## src/rtl/lcd_if_pkg.sv

```systemverilog
package lcd_if_pkg;
  localparam int BYTE_W = 8;
  localparam int HALF_W = BYTE_W / 2;
  localparam int ADDR_W = BYTE_W - 1;

  // status byte: busy flag at the top, address counter below it
  function automatic logic [BYTE_W-1:0] status_word(input logic bsy,
                                                    input logic [ADDR_W-1:0] ac);
    return {bsy, ac};
  endfunction

  function automatic logic [HALF_W-1:0] pick_half(input logic [BYTE_W-1:0] b,
                                                  input logic lower);
    return lower ? b[HALF_W-1:0] : b[BYTE_W-1:HALF_W];
  endfunction

  function automatic logic [BYTE_W-1:0] join_halves(input logic [HALF_W-1:0] hi,
                                                    input logic [HALF_W-1:0] lo);
    return {hi, lo};
  endfunction

  // a half placed on the upper lines, lower lines held at zero
  function automatic logic [BYTE_W-1:0] on_upper_lines(input logic [HALF_W-1:0] h);
    return {h, {HALF_W{1'b0}}};
  endfunction
endpackage

```

## src/rtl/lcd_strobe_sync.sv

```systemverilog
module lcd_strobe_sync #(
  parameter int STAGES = 2
) (
  input  logic clk,
  input  logic rst_n,
  input  logic en_async,
  output logic en_level,
  output logic en_fall
);
  localparam int CHAIN_W = STAGES + 1;

  logic [CHAIN_W-1:0] chain;

  always_ff @(posedge clk) begin
    if (!rst_n) chain[0] <= 1'b0;
    else        chain[0] <= en_async;
  end

  genvar gi;
  generate
    for (gi = 1; gi < CHAIN_W; gi++) begin : g_stage
      always_ff @(posedge clk) begin
        if (!rst_n) chain[gi] <= 1'b0;
        else        chain[gi] <= chain[gi-1];
      end
    end
  endgenerate

  assign en_level = chain[STAGES-1];
  assign en_fall  = chain[STAGES] & ~chain[STAGES-1];

  // a falling edge is never reported on two consecutive cycles
  a_r10_fall_single: assert property (@(posedge clk) disable iff (!rst_n)
    en_fall |=> !en_fall);
endmodule

```

## src/rtl/lcd_nibble_asm.sv

```systemverilog
module lcd_nibble_asm
  import lcd_if_pkg::*;
(
  input  logic              clk,
  input  logic              rst_n,
  input  logic              narrow,
  input  logic              fall,
  input  logic              rs_in,
  input  logic              rw_in,
  input  logic [BYTE_W-1:0] d_in,
  output logic              lower_next,
  output logic              byte_done,
  output logic              byte_rs,
  output logic              byte_rw,
  output logic [BYTE_W-1:0] byte_val
);
  logic              narrow_q;
  logic              mode_flip;
  logic [HALF_W-1:0] hi_hold;

  assign mode_flip = narrow ^ narrow_q;

  always_ff @(posedge clk) begin
    if (!rst_n) begin
      narrow_q   <= 1'b0;
      lower_next <= 1'b0;
      hi_hold    <= '0;
      byte_done  <= 1'b0;
      byte_rs    <= 1'b0;
      byte_rw    <= 1'b0;
      byte_val   <= '0;
    end else begin
      narrow_q  <= narrow;
      byte_done <= 1'b0;
      if (mode_flip) begin
        lower_next <= 1'b0;
      end else if (fall) begin
        byte_rs <= rs_in;
        byte_rw <= rw_in;
        if (!narrow) begin
          byte_val  <= d_in;
          byte_done <= 1'b1;
        end else if (!lower_next) begin
          hi_hold    <= pick_half(d_in, 1'b0);
          lower_next <= 1'b1;
        end else begin
          byte_val   <= join_halves(hi_hold, pick_half(d_in, 1'b0));
          byte_done  <= 1'b1;
          lower_next <= 1'b0;
        end
      end
    end
  end

  // in steady eight-line mode the half flag never leaves the upper half
  a_r9_wide_upper: assert property (@(posedge clk) disable iff (!rst_n)
    (!narrow && !narrow_q) |=> !lower_next);
  // a completed byte is always the consequence of a falling edge
  a_r7_done_after_fall: assert property (@(posedge clk) disable iff (!rst_n)
    byte_done |-> $past(fall));
endmodule

```

## src/rtl/lcd_read_path.sv

```systemverilog
module lcd_read_path
  import lcd_if_pkg::*;
(
  input  logic              clk,
  input  logic              rst_n,
  input  logic              en_level,
  input  logic              fall,
  input  logic              rs_in,
  input  logic              rw_in,
  input  logic              narrow,
  input  logic              lower_next,
  input  logic              bsy,
  input  logic [ADDR_W-1:0] ac,
  input  logic [BYTE_W-1:0] rdata,
  output logic [BYTE_W-1:0] d_out,
  output logic              oe
);
  logic [BYTE_W-1:0] word;
  logic [BYTE_W-1:0] shaped;

  always_comb begin
    word   = rs_in ? rdata : status_word(bsy, ac);
    shaped = narrow ? on_upper_lines(pick_half(word, lower_next)) : word;
  end

  always_ff @(posedge clk) begin
    if (!rst_n) begin
      oe    <= 1'b0;
      d_out <= '0;
    end else begin
      oe    <= en_level & rw_in;
      d_out <= (en_level & rw_in) ? shaped : '0;
    end
  end

  // the bus is released in the cycle right after enable falls
  a_r6_release: assert property (@(posedge clk) disable iff (!rst_n)
    fall |=> !oe);
  // in four-line mode the lower lines are never driven high
  a_r8_low_lines: assert property (@(posedge clk) disable iff (!rst_n)
    (oe && $past(narrow)) |-> (d_out[HALF_W-1:0] == '0));
endmodule

```

## src/rtl/lcd_host_if.sv

```systemverilog
module lcd_host_if
  import lcd_if_pkg::*;
#(
  parameter int SYNC_STAGES = 2
) (
  input  logic              clk,
  input  logic              rst_n,
  input  logic              narrow_mode,
  input  logic              bus_rs,
  input  logic              bus_rw,
  input  logic              bus_en,
  input  logic [BYTE_W-1:0] bus_d_i,
  output logic [BYTE_W-1:0] bus_d_o,
  output logic              bus_d_oe,
  input  logic              busy,
  input  logic [ADDR_W-1:0] addr_cnt,
  input  logic [BYTE_W-1:0] ram_rdata,
  output logic              cmd_valid,
  output logic [BYTE_W-1:0] cmd_byte,
  output logic              ram_wr,
  output logic [BYTE_W-1:0] ram_wdata,
  output logic              ram_rd
);
  logic              en_level;
  logic              en_fall;
  logic              lower_next;
  logic              byte_done;
  logic              byte_rs;
  logic              byte_rw;
  logic [BYTE_W-1:0] byte_val;

  lcd_strobe_sync #(.STAGES(SYNC_STAGES)) u_sync (
    .clk      (clk),
    .rst_n    (rst_n),
    .en_async (bus_en),
    .en_level (en_level),
    .en_fall  (en_fall)
  );

  lcd_nibble_asm u_asm (
    .clk        (clk),
    .rst_n      (rst_n),
    .narrow     (narrow_mode),
    .fall       (en_fall),
    .rs_in      (bus_rs),
    .rw_in      (bus_rw),
    .d_in       (bus_d_i),
    .lower_next (lower_next),
    .byte_done  (byte_done),
    .byte_rs    (byte_rs),
    .byte_rw    (byte_rw),
    .byte_val   (byte_val)
  );

  lcd_read_path u_rd (
    .clk        (clk),
    .rst_n      (rst_n),
    .en_level   (en_level),
    .fall       (en_fall),
    .rs_in      (bus_rs),
    .rw_in      (bus_rw),
    .narrow     (narrow_mode),
    .lower_next (lower_next),
    .bsy        (busy),
    .ac         (addr_cnt),
    .rdata      (ram_rdata),
    .d_out      (bus_d_o),
    .oe         (bus_d_oe)
  );

  assign cmd_valid = byte_done & ~byte_rw & ~byte_rs;
  assign ram_wr    = byte_done & ~byte_rw &  byte_rs;
  assign ram_rd    = byte_done &  byte_rw &  byte_rs;
  assign cmd_byte  = byte_val;
  assign ram_wdata = byte_val;

  // strobes are exclusive and one cycle wide
  a_r10_exclusive: assert property (@(posedge clk) disable iff (!rst_n)
    $onehot0({cmd_valid, ram_wr, ram_rd}));
  a_r10_cmd_single: assert property (@(posedge clk) disable iff (!rst_n)
    cmd_valid |=> !cmd_valid);
  a_r10_wr_single: assert property (@(posedge clk) disable iff (!rst_n)
    ram_wr |=> !ram_wr);
  // the bus is never driven while a write strobe is issued
  a_r6_no_drive_on_write: assert property (@(posedge clk) disable iff (!rst_n)
    (cmd_valid || ram_wr) |-> !bus_d_oe);
endmodule

```

## config.mk

```make
export PLATFORM = sky130hd
export DESIGN_NAME = lcd_host_if
export DESIGN_NICKNAME = d
export VERILOG_FILES = /design/src/rtl/lcd_if_pkg.sv /design/src/rtl/lcd_strobe_sync.sv /design/src/rtl/lcd_nibble_asm.sv /design/src/rtl/lcd_read_path.sv /design/src/rtl/lcd_host_if.sv
export SDC_FILE = /design/constraint.sdc
export NUM_CORES = 1
export LEC_CHECK = 0
export ABC_CLOCK_PERIOD_IN_PS = 1800
export CELL_PAD_IN_SITES_DETAIL_PLACEMENT = 1
export CELL_PAD_IN_SITES_GLOBAL_PLACEMENT = 1
export CORE_ASPECT_RATIO = 1.4
export CORE_MARGIN = 1.5
export CORE_UTILIZATION = 31
export CTS_CLUSTER_DIAMETER = 200
export DETAILED_ROUTE_END_ITERATION = 16
export GPL_TIMING_DRIVEN = 0
export HOLD_SLACK_MARGIN = 0.02
export PLACE_DENSITY_LB_ADDON = 0.08
export SYNTH_ARGS = -nofsm -noshare
export SYNTH_HDL_FRONTEND = slang
export SYNTH_HIERARCHICAL = 1
export SYNTH_SLANG_ARGS = --single-unit
```

## constraint.sdc

```tcl
create_clock -name clk -period 1.8 [get_ports clk]
set_input_delay 0.27 -clock clk [delete_from_list [all_inputs] [get_ports clk]]
set_output_delay 0.27 -clock clk [all_outputs]
set_load 0.02 [all_outputs]
```

Yosys cells after proc, flatten, opt, wreduce, memory -nomap -nowiden
Cells that the tools add are included.

storage, ports and cells
  output and inout port bits = 28
  input bits = 30
  register bits after elaboration = 29
  word-level logic and storage cells = 46

cells by class
  multiplexer cells = 8
  reductions and logical operators = 8
  bitwise logic cells = 16
  eq/ne operators = 1

operators by type and width
  cell                  number
  $mux W8               4
  $not A1 Y1            8
  $and A1 B1 Y1         7
  $reduce_and A2 Y1     3
  $reduce_or A3 Y1      2
  $mux W4               1
  $reduce_and A4 Y1     1
  $mux W1               3
  $reduce_and A3 Y1     1
  $ne A2 B1 Y1 const B  1
  $reduce_or A2 Y1      1
  $xor A1 B1 Y1         1

Longest topological paths before layout
Gate-level depths: netlist (run 1).

  depth in word-level cells = 4
  gate-level depth with buffers = 5

Modules after synthesis
Netlist (run 1), hierarchy kept.

modules (own cells, without submodules)
  module           area each (sq um)  cells an instance  seq. area each (sq um)  times used
  lcd_nibble_asm   867.1              90                 340.3                   1
  lcd_read_path    370.4              34                 180.2                   1
  lcd_strobe_sync  88.8               7                  60.1                    1
  lcd_host_if      87.6               11                 0.0                     1

Worst setup path before layout (run 1)
No wires, ideal clock.

  path type = reg-to-reg
  from = register u_sync.chain[1] (netlist: u_sync/en_level)
  to = register u_asm.byte_val[0]
  library setup time = 0.125 ns
  period minus slack after synthesis = 1.217 ns
  setup slack = 0.583 ns
  data arrival time = 1.093 ns
  cell stages (with the launch flop) = 6
  required time = 1.675 ns
  path buffers = 1
  path through = dfxtp_1 -> and2b_2 -> buf_2 -> nand4_1 -> o21ai_0 -> nor4_2

between the ends
  longest elaborated chain between the ends = 3

RTL lines
  item                             line                   source
  start, declared                  lcd_strobe_sync.sv:12  logic [CHAIN_W-1:0] chain;
  start signal, assigned by index  lcd_strobe_sync.sv:24  else chain[gi] <= chain[gi-1];
  $not A1 Y1                       lcd_strobe_sync.sv:30  assign en_fall = chain[STAGES] & ~chain[STAGES-1];
  $and A1 B1 Y1                    lcd_strobe_sync.sv:30
  net en_fall                      lcd_host_if.sv:25      logic en_fall;
  $reduce_and A3 Y1 (no line)      -
  end signal, assigned             lcd_nibble_asm.sv:41   byte_val <= d_in;
  end signal, assigned             lcd_nibble_asm.sv:47   byte_val <= join_halves(hi_hold, pick_half(d_in, 1'b0));
  end, declared                    lcd_nibble_asm.sv:15   output logic [BYTE_W-1:0] byte_val

The timed path passes the listed nets, and every way through them passes these cells.
A chain may end at the register's enable or synchronous reset.

Final worst setup path (run 1)
  from = register u_asm.byte_rs
  to = output ram_wr

between the ends
  longest elaborated chain between the ends = 1

RTL lines
  item                    line                  source
  start, declared         lcd_nibble_asm.sv:13  output logic byte_rs,
  start signal, assigned  lcd_nibble_asm.sv:38  byte_rs <= rs_in;
  $and A1 B1 Y1           lcd_host_if.sv:72     assign ram_wr = byte_done & ~byte_rw & byte_rs;
  end, declared           lcd_host_if.sv:20     output logic ram_wr,

Every way passes these cells.

==> results of run 1 <==
sequential cells by signal, indices dropped and copies added (netlist names):
signal,count
u_asm/byte_val,8
u_rd/d_out,8
u_asm/hi_hold,4
u_sync/chain,2
u_asm/byte_done,1
u_asm/byte_rs,1
u_asm/byte_rw,1
u_asm/lower_next,1
u_asm/narrow_q,1
u_rd/oe,1
u_sync/en_level,1
layout make-up:
type	count	area [um2]	share of cell area
Tap cell	60	75.1	0.0350
Sequential cell	29	581	0.271
Clock buffer	7	86.3	0.0402
Multi-Input combinational cell	94	712	0.332
Inverter	1	3.75	0.00175
Timing Repair Buffer	57	571	0.266
Buffer	18	118	0.0548
power groups by stage:
stage | Combinational (uW) | Sequential, uW | Clock (uW)
floorplan | 80.0 | 674 | 0
global placement | 182 | 670 | 0
detailed placement | 186 | 671 | 0
CTS | 187 | 656 | 557
global route | 200 | 658 | 587
finish | 186 | 656 | 537
cell usage after synthesis:
library cell  count
nand4_1           1
nand3_1           1
a311oi_1          4
and3b_1           2
nand2_1           4
and2_2            1
dfxtp_1          29
buf_4            10
o21ai_0           8
and2b_2           3
nor2_1            9
clkbuf_1          3
inv_1             1
and2_1            4
or2_1             1
o21ai_1           2
nand4b_1          1
nor4_2            8
nor3b_2           9
o211a_1           1
nor3_1           12
buf_2             3
mux2i_1          10
and3_1            2
nor2b_1           6
a21boi_1          1
buf_6             1
a221oi_1          4
clkbuf_2          1
worst paths after layout:
check | start | to | cells past startpoint
worst max-delay path | u_asm/byte_rs | ram_wr | 2
worst min-delay path | u_sync/chain[0] | u_sync/en_level | 1
worst max register to register | u_sync/en_level | u_asm/byte_val[1] | 5
worst min register to register | u_sync/chain[0] | u_sync/en_level | 1
kinds of logic after synthesis:
logic type      after synthesis  share of synthesized area
compound gates               20                     0.0973
buf+inv                      19                     0.0858
flops                        29                      0.411
simple gates                 64                      0.335
mux                          10                     0.0708
per-stage QoR:
stage	hold WS [ps]	TNS (ps)	utilization	area (um2)	power, uW
2_1_floorplan	392	0	-	1410	754
3_3_place_gp	423	-275	0.478	2060	852
3_5_place_dp	419	-259	0.478	2060	857
4_1_cts	438	0	0.498	2150	1400
5_1_grt	449	0	0.498	2150	1440
6_report	433	0	0.498	2150	1380
layer usage:
| layer | global-route usage | vias to the layer above |
|---|---|---|
| met3 | 0.0498 | 6 |
| met4 | 0.0525 | 0 |
| li1 | - | 630 |
| met5 | 0 | - |
| met2 | 0.291 | 46 |
| met1 | 0.163 | 617 |
placed cells by master (no fill, tap or decap), types with 2 or more instances in the layout:
cell type / instances
clkdlybuf4s50_1: 57
dfxtp_1: 29
nor3_1: 12
buf_4: 10
mux2i_1: 10
nor3b_2: 9
nor2_1: 9
o21ai_0: 8
nor4_2: 8
clkbuf_8: 6
nor2b_1: 6
clkbuf_1: 4
nand2_1: 4
and2_1: 4
a221oi_1: 4
a311oi_1: 4
buf_2: 3
and2b_2: 3
and3b_1: 2
and3_1: 2
o21ai_1: 2
critical path: stages, from the launching register on:
cell             delay, ps
dfxtp_1                370
and3b_1                190
clkdlybuf4s50_1        610
==> flow_summary.yaml, run 1 <==
status:
  status: "complete, no violations"
critical_path:
  required_ps: 1530
  start_kind: "flop"
  crit_type: "flop to output port"
  setup.worst_path.end_class: "output port"
  r2r_slack_ps: 230
  path_max_fanout: 4
  crit_arrival_ps: 1450
cells_and_area:
  fillers: 505
  final_cells: 266
  diodes: 0
  drive_above_1_share: 0.204
  nNetsFinal: 236
  area_growth_pct: 51.8
floorplan:
  chipHeight_um: 82.9
  die_w_um: 60.1
  start_util: 0.328
  fp-row-count: 28
  core_area_um2: 4310
  ios: 58
  die_area_um2: 4980
sta:
  clock_skew_ps: 2.49
  setup_slack_ps: 82.9
  tightestPinTransition_ps: 558
  post-route-period-util: 0.954
  setup-violations-final: 0
  min_period_ps: 1720
  drv_slew: 0
  max_freq_ghz: 0.582
  finalHoldViolations: 0
  rsz0062_at_grt: "false"
  relSlewSlack: 0.628
detailed_routing:
  routed-wl-met3_um: 226
  drt-initial-drc-count: 7
  wl_met2_um: 2080
  dr.pass1.iters: 2
  vias: 1299
  wl_met1_um: 1390
  drc: 0
  routed_wl_um: 3740
  avgRoutedWirePerCell_um: 14.1
  postRouteAntennaNets: 0
  viasPerCell: 4.88
  highest_layer: "met4"
yosys:
  synth.cell_area_um2: 1410
  synth_area_per_cell_um2: 9.96
  synth_cell_types: 29
  yosysTopAreaCell: "dfxtp_1"
  synth_area_leaders: "dfxtp_1, nor3b_2, mux2i_1, nor4_2, buf_4"
  synth_top_area_share: 0.411
  ys_seq_area_frac: 0.411
  synth_nets: 172
  syn_inst: 142
  ys_warn_count: 6
  ys_ff_latch: 29
power:
  pwr-share-seq: 0.476
  peakVddDrop_mv: 0.329
  swShare: 0.234
  p_int_uw: 1060
  power.density_nw_per_um2: 643
  p_sw_uw: 322
  p_leak_uw: 0.000823
  clockPowerShare: 0.389
  combPwrFrac: 0.135
place:
  dp_slack_ps: -89.8
  finalWeightedCongestion: 0.704
  post-place-cells: 259
  portBuffers: 57
  dp_hpwl_um: 2850
clocking:
  cts_setup_buffers: 0
  clk_latency_ps: 270
  clkTransAtPathRegs_ps: 60
  cts.repair.resized: 0
  cts_max_level: 2
  clock-sinks: 29
  cts_tree: "done"
  cts-root-buf: "clkbuf_8"
  cts_buffers: 5
  cts_buffer_depth: 2
  hold_buffers: 0
global_routing:
  antenna_found_initial: 0
  grt_pass1_vias: 1378
  gr-usage-all-layers: 0.159
  grt_pass1_wl_um: 6130
  grt-ovfl-total: 0
  grt_max_degree: 12
run:
  drv_cap: 0
min_path:
  hp-class: "flop to flop"
No activity file was read; power rests on OpenSTA's default activity.
==> run 2, diff against run 1 <==
- CAP_MARGIN: not set -> 0
- CTS_CLUSTER_DIAMETER: 200 -> 80
==> results of run 2 <==
No change in the layout: final DEF, timing and power equal those of run 1.
